==> src/rtl/irq_router_pkg.sv <==
package irq_router_pkg;
  localparam int unsigned PEND_BASE  = 32'h0000_1000;
  localparam int unsigned EN_BASE    = 32'h0000_2000;
  localparam int unsigned EN_STRIDE  = 32'h0000_0080;
  localparam int unsigned CTX_BASE   = 32'h0020_0000;
  localparam int unsigned CTX_STRIDE = 32'h0000_1000;
  localparam int unsigned THR_OFS    = 32'h0;
  localparam int unsigned CLAIM_OFS  = 32'h4;

  // 32-bit words needed to hold bits 0..nsrc
  function automatic int unsigned vec_words(int unsigned nsrc);
    return (nsrc + 1 + 31) / 32;
  endfunction
endpackage

==> src/rtl/irq_gateway.sv <==
module irq_gateway (
  input  logic clk,
  input  logic rst_n,
  input  logic irq_in,
  input  logic edge_mode,
  input  logic claim_i,
  input  logic complete_i,
  output logic pending_o,
  output logic busy_o
);
  logic in_q, pend_q, busy_q, saved_q;
  logic in_d, pend_d, busy_d, saved_d;
  logic rise, inflight, fire, done;

  always_comb begin
    rise     = irq_in & ~in_q;
    inflight = pend_q | busy_q;
    fire     = edge_mode ? rise : irq_in;
    done     = complete_i & busy_q;
    in_d     = irq_in;
    pend_d   = pend_q;
    busy_d   = busy_q;
    saved_d  = saved_q;
    if (claim_i && pend_q) begin
      pend_d = 1'b0;
      busy_d = 1'b1;
    end else if (done) begin
      busy_d  = 1'b0;
      saved_d = 1'b0;
      pend_d  = edge_mode ? (saved_q | rise) : irq_in;
    end else if (!inflight) begin
      pend_d = fire;
    end else if (edge_mode && busy_q && rise) begin
      saved_d = 1'b1;
    end
  end

  always_ff @(posedge clk or negedge rst_n) begin
    if (!rst_n) begin
      in_q    <= 1'b0;
      pend_q  <= 1'b0;
      busy_q  <= 1'b0;
      saved_q <= 1'b0;
    end else begin
      in_q    <= in_d;
      pend_q  <= pend_d;
      busy_q  <= busy_d;
      saved_q <= saved_d;
    end
  end

  assign pending_o = pend_q;
  assign busy_o    = busy_q;
endmodule

==> src/rtl/irq_pick.sv <==
module irq_pick #(
  parameter int unsigned NSRC   = 40,
  parameter int unsigned PRIO_W = 3,
  parameter int unsigned ID_W   = 6
) (
  input  logic [NSRC:1]             pending,
  input  logic [NSRC:1]             enable,
  input  logic [NSRC:1][PRIO_W-1:0] prio,
  input  logic [PRIO_W-1:0]         thr,
  output logic [ID_W-1:0]           win_id,
  output logic                      irq
);
  logic [PRIO_W-1:0] best;

  always_comb begin
    best   = '0;
    win_id = '0;
    irq    = 1'b0;
    // ascending scan with strict compare: lowest number wins a tie
    for (int i = 1; i <= int'(NSRC); i++) begin
      if (pending[i] && enable[i] && (prio[i] > thr) && (prio[i] > best)) begin
        best   = prio[i];
        win_id = ID_W'(i);
        irq    = 1'b1;
      end
    end
  end
endmodule

==> src/rtl/irq_router.sv <==
module irq_router
  import irq_router_pkg::*;
#(
  parameter int unsigned NSRC   = 40,
  parameter int unsigned NCTX   = 2,
  parameter int unsigned PRIO_W = 3,
  parameter int unsigned ADDR_W = 22
) (
  input  logic              clk,
  input  logic              rst_n,
  input  logic              bus_sel,
  input  logic              bus_we,
  input  logic [ADDR_W-1:0] bus_addr,
  input  logic [31:0]       bus_wdata,
  output logic [31:0]       bus_rdata,
  output logic              bus_rvalid,
  input  logic [NSRC-1:0]   src_irq,
  input  logic [NSRC-1:0]   src_edge,
  output logic [NCTX-1:0]   irq_out
);
  localparam int unsigned ID_W  = $clog2(NSRC + 1);
  localparam int unsigned NWORD = vec_words(NSRC);
  localparam int unsigned VW    = NWORD * 32;

  function automatic logic [VW-1:0] make_en_mask();
    logic [VW-1:0] m;
    for (int i = 0; i < int'(VW); i++) m[i] = (i >= 1) && (i <= int'(NSRC));
    return m;
  endfunction
  localparam logic [VW-1:0] EN_MASK = make_en_mask();

  logic [NSRC:1][PRIO_W-1:0] prio_q, prio_d;
  logic [NCTX-1:0][PRIO_W-1:0] thr_q, thr_d;
  logic [NCTX-1:0][VW-1:0] en_q, en_d;
  logic [31:0] rdata_q, rdata_d;
  logic rvalid_q;

  logic [NSRC:1] pend_all, busy_all, claim_vec, cmpl_vec;
  logic [VW-1:0] pend_vec;
  logic [NCTX-1:0][ID_W-1:0] win_id;
  logic [NCTX-1:0] ctx_irq;
  logic [31:0] a;
  logic rd, wr;

  // gateways, one per source
  for (genvar i = 1; i <= int'(NSRC); i++) begin : g_gw
    irq_gateway u_gw (
      .clk        (clk),
      .rst_n      (rst_n),
      .irq_in     (src_irq[i-1]),
      .edge_mode  (src_edge[i-1]),
      .claim_i    (claim_vec[i]),
      .complete_i (cmpl_vec[i]),
      .pending_o  (pend_all[i]),
      .busy_o     (busy_all[i])
    );
  end

  // arbiters, one per context
  for (genvar c = 0; c < int'(NCTX); c++) begin : g_ctx
    irq_pick #(.NSRC(NSRC), .PRIO_W(PRIO_W), .ID_W(ID_W)) u_pick (
      .pending (pend_all),
      .enable  (en_q[c][NSRC:1]),
      .prio    (prio_q),
      .thr     (thr_q[c]),
      .win_id  (win_id[c]),
      .irq     (ctx_irq[c])
    );
  end

  always_comb begin
    pend_vec         = '0;
    pend_vec[NSRC:1] = pend_all;
  end

  // address decode and next state
  always_comb begin
    a         = 32'(bus_addr);
    rd        = bus_sel & ~bus_we;
    wr        = bus_sel & bus_we;
    rdata_d   = '0;
    prio_d    = prio_q;
    thr_d     = thr_q;
    en_d      = en_q;
    claim_vec = '0;
    cmpl_vec  = '0;

    for (int i = 1; i <= int'(NSRC); i++) begin
      if (a == 32'(i * 4)) begin
        rdata_d = 32'(prio_q[i]);
        if (wr) prio_d[i] = bus_wdata[PRIO_W-1:0];
      end
    end

    for (int w = 0; w < int'(NWORD); w++) begin
      if (a == 32'(PEND_BASE + w * 4)) rdata_d = pend_vec[w*32 +: 32];
    end

    for (int c = 0; c < int'(NCTX); c++) begin
      for (int w = 0; w < int'(NWORD); w++) begin
        if (a == 32'(EN_BASE + c * EN_STRIDE + w * 4)) begin
          rdata_d = en_q[c][w*32 +: 32];
          if (wr) en_d[c][w*32 +: 32] = bus_wdata & EN_MASK[w*32 +: 32];
        end
      end
      if (a == 32'(CTX_BASE + c * CTX_STRIDE + THR_OFS)) begin
        rdata_d = 32'(thr_q[c]);
        if (wr) thr_d[c] = bus_wdata[PRIO_W-1:0];
      end
      if (a == 32'(CTX_BASE + c * CTX_STRIDE + CLAIM_OFS)) begin
        rdata_d = 32'(win_id[c]);
        for (int i = 1; i <= int'(NSRC); i++) begin
          if (rd && win_id[c] == ID_W'(i)) claim_vec[i] = 1'b1;
          if (wr && bus_wdata == 32'(i) && en_q[c][i]) cmpl_vec[i] = 1'b1;
        end
      end
    end
  end

  always_ff @(posedge clk or negedge rst_n) begin
    if (!rst_n) begin
      prio_q   <= '0;
      thr_q    <= '0;
      en_q     <= '0;
      rdata_q  <= '0;
      rvalid_q <= 1'b0;
    end else begin
      if (wr) begin
        prio_q <= prio_d;
        thr_q  <= thr_d;
        en_q   <= en_d;
      end
      if (rd) rdata_q <= rdata_d;
      rvalid_q <= rd;
    end
  end

  assign bus_rdata  = rdata_q;
  assign bus_rvalid = rvalid_q;
  assign irq_out    = ctx_irq;
endmodule

==> config.mk <==
export PLATFORM = sky130hd
export DESIGN_NAME = irq_router
export DESIGN_NICKNAME = d
export VERILOG_FILES = /design/src/rtl/irq_router_pkg.sv /design/src/rtl/irq_gateway.sv /design/src/rtl/irq_pick.sv /design/src/rtl/irq_router.sv
export SDC_FILE = /design/constraint.sdc
export NUM_CORES = 2
export LEC_CHECK = 0
export BUFFER_PORTS_ARGS = -buffer_cell sky130_fd_sc_hd__buf_2
export CAP_MARGIN = 20
export CORE_MARGIN = 4
export CORE_UTILIZATION = 55
export DETAILED_ROUTE_END_ITERATION = 16
export PLACE_DENSITY = 0.82
export SYNTH_ARGS = -nofsm -noshare
export SYNTH_HDL_FRONTEND = slang
export SYNTH_SLANG_ARGS = --single-unit
==> constraint.sdc <==
create_clock -name clk -period 68.4 [get_ports clk]
set_input_delay 10.26 -clock clk [delete_from_list [all_inputs] [get_ports clk]]
set_output_delay 10.26 -clock clk [all_outputs]
set_load 0.02 [all_outputs]
### Word level (Yosys, flattened, before mapping)

Cells that the tools add are included.

* output and inout bits: 35
* register bits: 399

* reduce and logical (&&, ||, !) cells: 766
* order comparisons: 159
* muxes and demuxes: 852
* bitwise logic cells: 243
* equality and inequality tests: 210

Operator list (number)
* 32-bit 2-to-1 mux: 49
* 1-bit 2-to-1 mux: 642
* 1-bit logical AND: 560
* 32-bit by 5-bit equality test with 1-bit output, second input constant: 16
* 3-bit > comparator: 158
* 22-bit by 7-bit equality test with 1-bit output, second input constant: 16
* 32-bit by 6-bit equality test with 1-bit output, second input constant: 9
* 3-bit 2-to-1 mux: 87
* 32-bit by 4-bit equality test with 1-bit output, second input constant: 8
* 2-bit nonzero test: 120
* 22-bit by 8-bit equality test with 1-bit output, second input constant: 9
* 6-bit by 5-bit equality test with 1-bit output, second input constant: 32
* 22-bit by 6-bit equality test with 1-bit output, second input constant: 8
* 40-bit 2-to-1 mux: 4
* 5-bit 2-to-1 mux: 32
* 32-bit by 3-bit equality test with 1-bit output, second input constant: 4
* 3-bit != test, second input constant: 40
* 3-bit AND reduction: 40
* 6-bit equality test, second input constant: 18
* 6-bit 2-to-1 mux: 18
* 6-bit by 4-bit equality test with 1-bit output, second input constant: 16
* 2-bit AND reduction: 46
* 22-bit by 14-bit equality test with 1-bit output, second input constant: 4
* 22-bit equality test, second input constant: 4
* other kinds (15): 290

### Depth between registers and ports, before layout

* depth in word-level cells: 130
* gate-level depth with buffers: 322
* mapped depth without buffers: 312

### Cells and area by module

A second synthesis with hierarchy kept.

* cells, all modules: 4589
* area, all modules: 38415.6 µm²

By module, submodules not included
* irq_router: instances 1, area an instance 13591.8 µm², cells an instance 1345
* irq_pick at g_ctx[0].u_pick: instances 1, area an instance 8909.8 µm², cells an instance 1259
* irq_pick at g_ctx[1].u_pick: instances 1, area an instance 8607.0 µm², cells an instance 1225
* irq_gateway: instances 40, area an instance 182.7 µm², cells an instance 19

### Worst setup path after synthesis

Ideal clock, no wire load.

* kind: register to output
* start point: register thr_q[4] (netlist name)
* end point: output irq_out[1]
* data arrival time: 55.911 ns
* cell stages (with the launch flop): 290
* path slack: 2.229 ns
* required time: 58.140 ns
* cells stage by stage: dfrtp_1 inv_1 ha_1 nor2b_1 o311a_1 and2_1 ha_1 nand3b_1 a22o_1 or2_2 inv_1 nand2_1 o21ai_0 inv_1 ha_1 nand3_1 and4_1 nand2_1 (+254 left out) a221oi_1 nand2_1 mux2_2 ha_1 nand3_1 nand4_1 a221oi_1 inv_1 mux2_2 ha_1 nor2b_1 o21ai_0 a21oi_1 o21ai_0 nand2_1 a21oi_1 nand4_1 buf_4

* cells in the longest elaborated chain, start to end: 121
* elaborated cells on any way between the ends: 238
* those cells by class: order compare: 79; mux: 79; reduce/logical: 80

RTL lines
* start, declared: line irq_router.sv:33 `logic [NCTX-1:0][PRIO_W-1:0] thr_q, thr_d;`
* start signal, assigned: line irq_router.sv:130 `thr_q <= thr_d;`
* 3-bit > comparator: line irq_pick.sv:21 `if (pending[i] && enable[i] && (prio[i] > thr) && (prio[i] > best)) begin`
* 1-bit logical AND (2 in a row): line irq_pick.sv:21
* 3-bit 2-to-1 mux: line irq_pick.sv:21
* 3-bit > comparator: line irq_pick.sv:21
* 1-bit logical AND: line irq_pick.sv:21
* 3-bit 2-to-1 mux: line irq_pick.sv:21
* 3-bit > comparator: line irq_pick.sv:21
* 1-bit logical AND: line irq_pick.sv:21
* (+104 left out)
* 1-bit logical AND: line irq_pick.sv:21
* 3-bit 2-to-1 mux: line irq_pick.sv:21
* 3-bit > comparator: line irq_pick.sv:21
* 1-bit logical AND: line irq_pick.sv:21
* 3-bit 2-to-1 mux: line irq_pick.sv:21
* 3-bit > comparator: line irq_pick.sv:21
* 1-bit logical AND: line irq_pick.sv:21
* 1-bit 2-to-1 mux (*): line irq_pick.sv:21
* end, declared: line irq_router.sv:19 `output logic [NCTX-1:0] irq_out`

Mark *: on every way between the ends. The rest lies on a longest branch, timed or not.

### Final worst setup path

* start point: register prio_q[1] (netlist name)
* end point: output irq_out[1]

* cells in the longest elaborated chain, start to end: 121
* elaborated cells on any way between the ends: 161
* those cells by class: order compare: 41; mux: 79; reduce/logical: 41

RTL lines
* start, declared: line irq_router.sv:32 `logic [NSRC:1][PRIO_W-1:0] prio_q, prio_d;`
* start signal, assigned: line irq_router.sv:129 `prio_q <= prio_d;`
* 3-bit > comparator: line irq_pick.sv:21
* 1-bit logical AND (2 in a row): line irq_pick.sv:21
* 3-bit 2-to-1 mux: line irq_pick.sv:21
* 3-bit > comparator: line irq_pick.sv:21
* 1-bit logical AND: line irq_pick.sv:21
* 3-bit 2-to-1 mux: line irq_pick.sv:21
* 3-bit > comparator: line irq_pick.sv:21
* 1-bit logical AND: line irq_pick.sv:21
* (+104 left out)
* 1-bit logical AND: line irq_pick.sv:21
* 3-bit 2-to-1 mux: line irq_pick.sv:21
* 3-bit > comparator: line irq_pick.sv:21
* 1-bit logical AND: line irq_pick.sv:21
* 3-bit 2-to-1 mux: line irq_pick.sv:21
* 3-bit > comparator: line irq_pick.sv:21
* 1-bit logical AND: line irq_pick.sv:21
* 1-bit 2-to-1 mux (*): line irq_pick.sv:21

Marks and branches as above.

==> run summary <==
Num CTS Buffers -> 43
Drt wl/cell -> 26.5 um
Max cap viols -> 0
Sequential fraction of the synthesis area -> 27.9%
Startpoint class of the critical path -> register
Required time worst endpoint -> 58,140 ps
Post-synthesis area per instance -> 8.39 um^2
Internal power -> 398 uW
Commonest non-fill, non-tap cell in the layout -> nand2_1
R2R Setup Slk -> 10,820 ps
Initial Utilization -> 55.5%
1st-pass router iterations -> 10
CTS H-tree lvls -> 2
Non-Filler Instances -> 5,442
Initial antenna violation count -> 14
Sequential Power Share -> 45.3%
Routed wire length -> 144,000 um
Slew HR -> 26.4%
Crit path DAT -> 56,540 ps
Dpl cell area -> 38,100 um^2
Syn nets -> 4,772
Pre-CTS WS -> -1970 ps
Min cycle time layout -> 66,800 ps
Comb power frac -> 4.2%
First-pass GRT wire length -> 211,000 um
Remaining global-route overflow -> 0
Critical path's most frequent cell -> ha_1
Simple-gate portion of the synthesized area -> 20.4%
Worst skew pair latency -> 630 ps
Row count -> 93
Fin nets -> 5,052
Largest family of logic cells by synthesized area -> compound AO/OA/AOI/OAI gates
Worst vdd ir -> 0.0191 mV
Largest net degree at the start of global routing -> 166
Post-synthesis compound-gate area fraction -> 26.3%
Psw -> 129 uW
WS Path Type -> register to output port
Fin. Hold Viols -> 0
Post-synth top flop -> dfrtp_1
Hold Path Origin -> bus_rdata[27]
Ports -> 173
Clock slew at reported path FFs -> 60 ps
Synth warnings -> 0
Synth Area in XOR/XNOR -> 0.465%
I/O Buffers -> 172
Final Util -> 64.1%
# hold bufs at CTS -> 0
Switching share of power -> 24.5%
Mapped Area -> 35,800 um^2
Post-synth cell types -> 116
Vias/cell -> 7.05
Run status -> finished, final reports clean
Hpwl dp -> 107,000 um
Post-route ant nets -> 0
Post-synthesis adder-cell area fraction -> 13.6%
Max-slew violation count -> 0
Ys async rst share -> 100%
Sequential cell area -> 9990 um^2
Final Setup Violations -> 0
Global-route usage over all layers -> 38.6%
Max Freq -> 0.0150 GHz
Part of the cycle the worst path needs -> 97.7%
Share of layout cells above drive strength 1 -> 19.3%
DRC violations left -> 0
CTS max path bufs -> 3
Worst reg2reg endpoint -> g_gw[15].u_gw.saved_q
Worst-Margin Slew -> 1100 ps
Vias -> 38,343
Worst min-delay path class -> register to register
Worst hold endpoint -> bus_rdata[27]
Multiplexer area fraction after synthesis -> 7.11%
Die height -> 263 um
Worst R2R Start -> prio_q[1]
TritonCTS clock tree -> built
Multi-input combinational cell area -> 25,400 um^2
Clock sink count -> 399
Fillers -> 5,316
DP Cell Count -> 5,273
Most frequent cells in the layout -> nand2_1 (534), dfrtp_1 (396), ha_1 (346)
Initial DRC Count -> 4,942
Max Clock Skew -> 45.7 ps
CP startpoint -> prio_q[1]
GP Congestion -> 1.12
R2R cell count -> 298
CP max stage delay -> 440 ps
Worst path slowest cell -> dfrtp_2
Power density cells -> 12.8 nW/um^2
Die area -> 69,200 um^2
Area grow syn2layout -> 15.4%
CTS root buf -> clkbuf_16
CP max FO -> 8
Vias in the first global route -> 35,406
Clk pwr share -> 50.5%
CP Capture Type -> output port
Fin area -> 41,300 um^2
Post-synth EDFFs -> 0
Core area -> 64,500 um^2
Lkg Pwr -> 0.0187 uW
Fin worst setup slack -> 1600 ps
DIE WIDTH -> 263 um
Hold Path Depth -> 2
Flops & latches, synth -> 399
Post-Syn Instances -> 4,266
stage by stage:
step	hold WS (ps)	power (uW)	TNS [ps]
2_1_floorplan	449	249	0
3_3_place_gp	460	264	0
3_5_place_dp	464	265	-1970
4_1_cts	479	526	0
5_1_grt	494	538	-1200
6_report	476	528	0
metal layers:
layer	wire, um	global-route usage (%)	up-vias
li1	-	-	16809
met2	61100	58.4	2693
met3	18300	10.1	706
met1	53000	49.4	18123
met5	78	0	-
met4	11600	24.1	12
power by group through the flow:
stage / logic, uW / registers [uW] / clock network (uW)
floorplan: 5.22 / 243 / 0
global placement: 21.0 / 243 / 0
detailed placement: 21.3 / 243 / 0
CTS: 21.4 / 239 / 266
global route: 23.5 / 239 / 276
finish: 22.1 / 239 / 267
sequential cells by signal, indices dropped and copies added, names as in the netlist:
name and cells:
prio_q 120, en_q 80, g_gw.u_gw.in_q 40, bus_rdata 32, bus_rvalid 1, g_gw.u_gw.busy_o 40, g_gw.u_gw.saved_q 40, thr_q 6
g_gw.u_gw.pending_o 40
worst max path at each step:
stage,to,slack [ps],cells past startpoint
3_5_place_dp,irq_out[1],-1970,288
2_1_floorplan,irq_out[1],2230,289
4_1_cts,irq_out[1],10,291
3_3_place_gp,irq_out[1],80,288
5_1_grt,irq_out[1],-1160,295
6_report,irq_out[1],1600,295
timing repair:
| action | in CTS | in global routing |
|---|---|---|
| resized for setup | 27 | 205 |
| buffers inserted | 9 | 71 |
| endpoints found under the hold margin | 0 | 0 |
| gates cloned | 0 | 1 |
| pin swaps | 4 | 72 |
| endpoints found under the setup margin | 1 | 2 |
synth_stat cells, types with 16 or more instances:
| library cell | n | share of area, % |
|---|---|---|
| o21ai_1 | 16 | 0.22 |
| o31ai_1 | 29 | 0.61 |
| mux2_2 | 197 | 6.2 |
| a21boi_0 | 20 | 0.42 |
| a221oi_1 | 62 | 1.5 |
| o211a_1 | 25 | 0.70 |
| nor4b_1 | 18 | 0.44 |
| a311oi_1 | 57 | 1.4 |
| o2111ai_1 | 19 | 0.46 |
| a222oi_1 | 26 | 0.73 |
| nor2b_1 | 57 | 1.0 |
| nand2_1 | 544 | 5.7 |
| or2_2 | 32 | 0.56 |
| ha_1 | 368 | 13 |
| inv_1 | 275 | 2.9 |
| o21a_1 | 48 | 1.0 |
| o211ai_1 | 29 | 0.61 |
| a21o_1 | 86 | 1.8 |
| xnor2_1 | 17 | 0.42 |
| nor2_1 | 280 | 2.9 |
| a211oi_1 | 26 | 0.55 |
| or3_1 | 22 | 0.38 |
| a31oi_1 | 92 | 1.6 |
| nor4_1 | 19 | 0.33 |
| nand2b_1 | 25 | 0.44 |
| a22oi_1 | 52 | 1.1 |
| and3_1 | 57 | 1.0 |
| maj3_1 | 27 | 0.76 |
| mux2i_1 | 28 | 0.78 |
| and2_1 | 62 | 1.1 |
| nand3_1 | 138 | 1.9 |
| dfrtp_1 | 399 | 28 |
| nand4_1 | 86 | 1.5 |
| a21oi_1 | 211 | 3.0 |
| clkbuf_1 | 99 | 1.0 |
| nor3_1 | 106 | 1.5 |
| a22o_1 | 69 | 1.7 |
| o21ai_0 | 257 | 3.6 |
worst max-delay path, delay by kind of cell, from the launching register on:
family                     cells  cell delay [ps]
adders and majority gates     45            11630
buffers and inverters         32             3430
DFF                            1              440
and+or+nand+nor               81            11440
AOI/OAI and AO/OA            107            20270
muxes                         30             8650
final cells by class:
cell class              instances  share of cell area (%)
diodes                          7                  0.0424
clock buffers                  53                    2.86
clock inverters                26                   0.987
inverters                     275                    2.50
multi-input cells            3473                    61.4
flip-flops and latches        399                    24.2
well taps                     855                    2.59
repair buffers                354                    5.45
cells by family after synthesis:
| kind of cell | Yosys count |
|---|---|
| AOI/OAI and AO/OA | 1319 |
| xor gates and xnor gates | 19 |
| adders and majority gates | 395 |
| buffers and inverters | 395 |
| DFF | 399 |
| muxes | 228 |
| and+or+nand+nor | 1511 |
(Power assumes the default switching activity.)
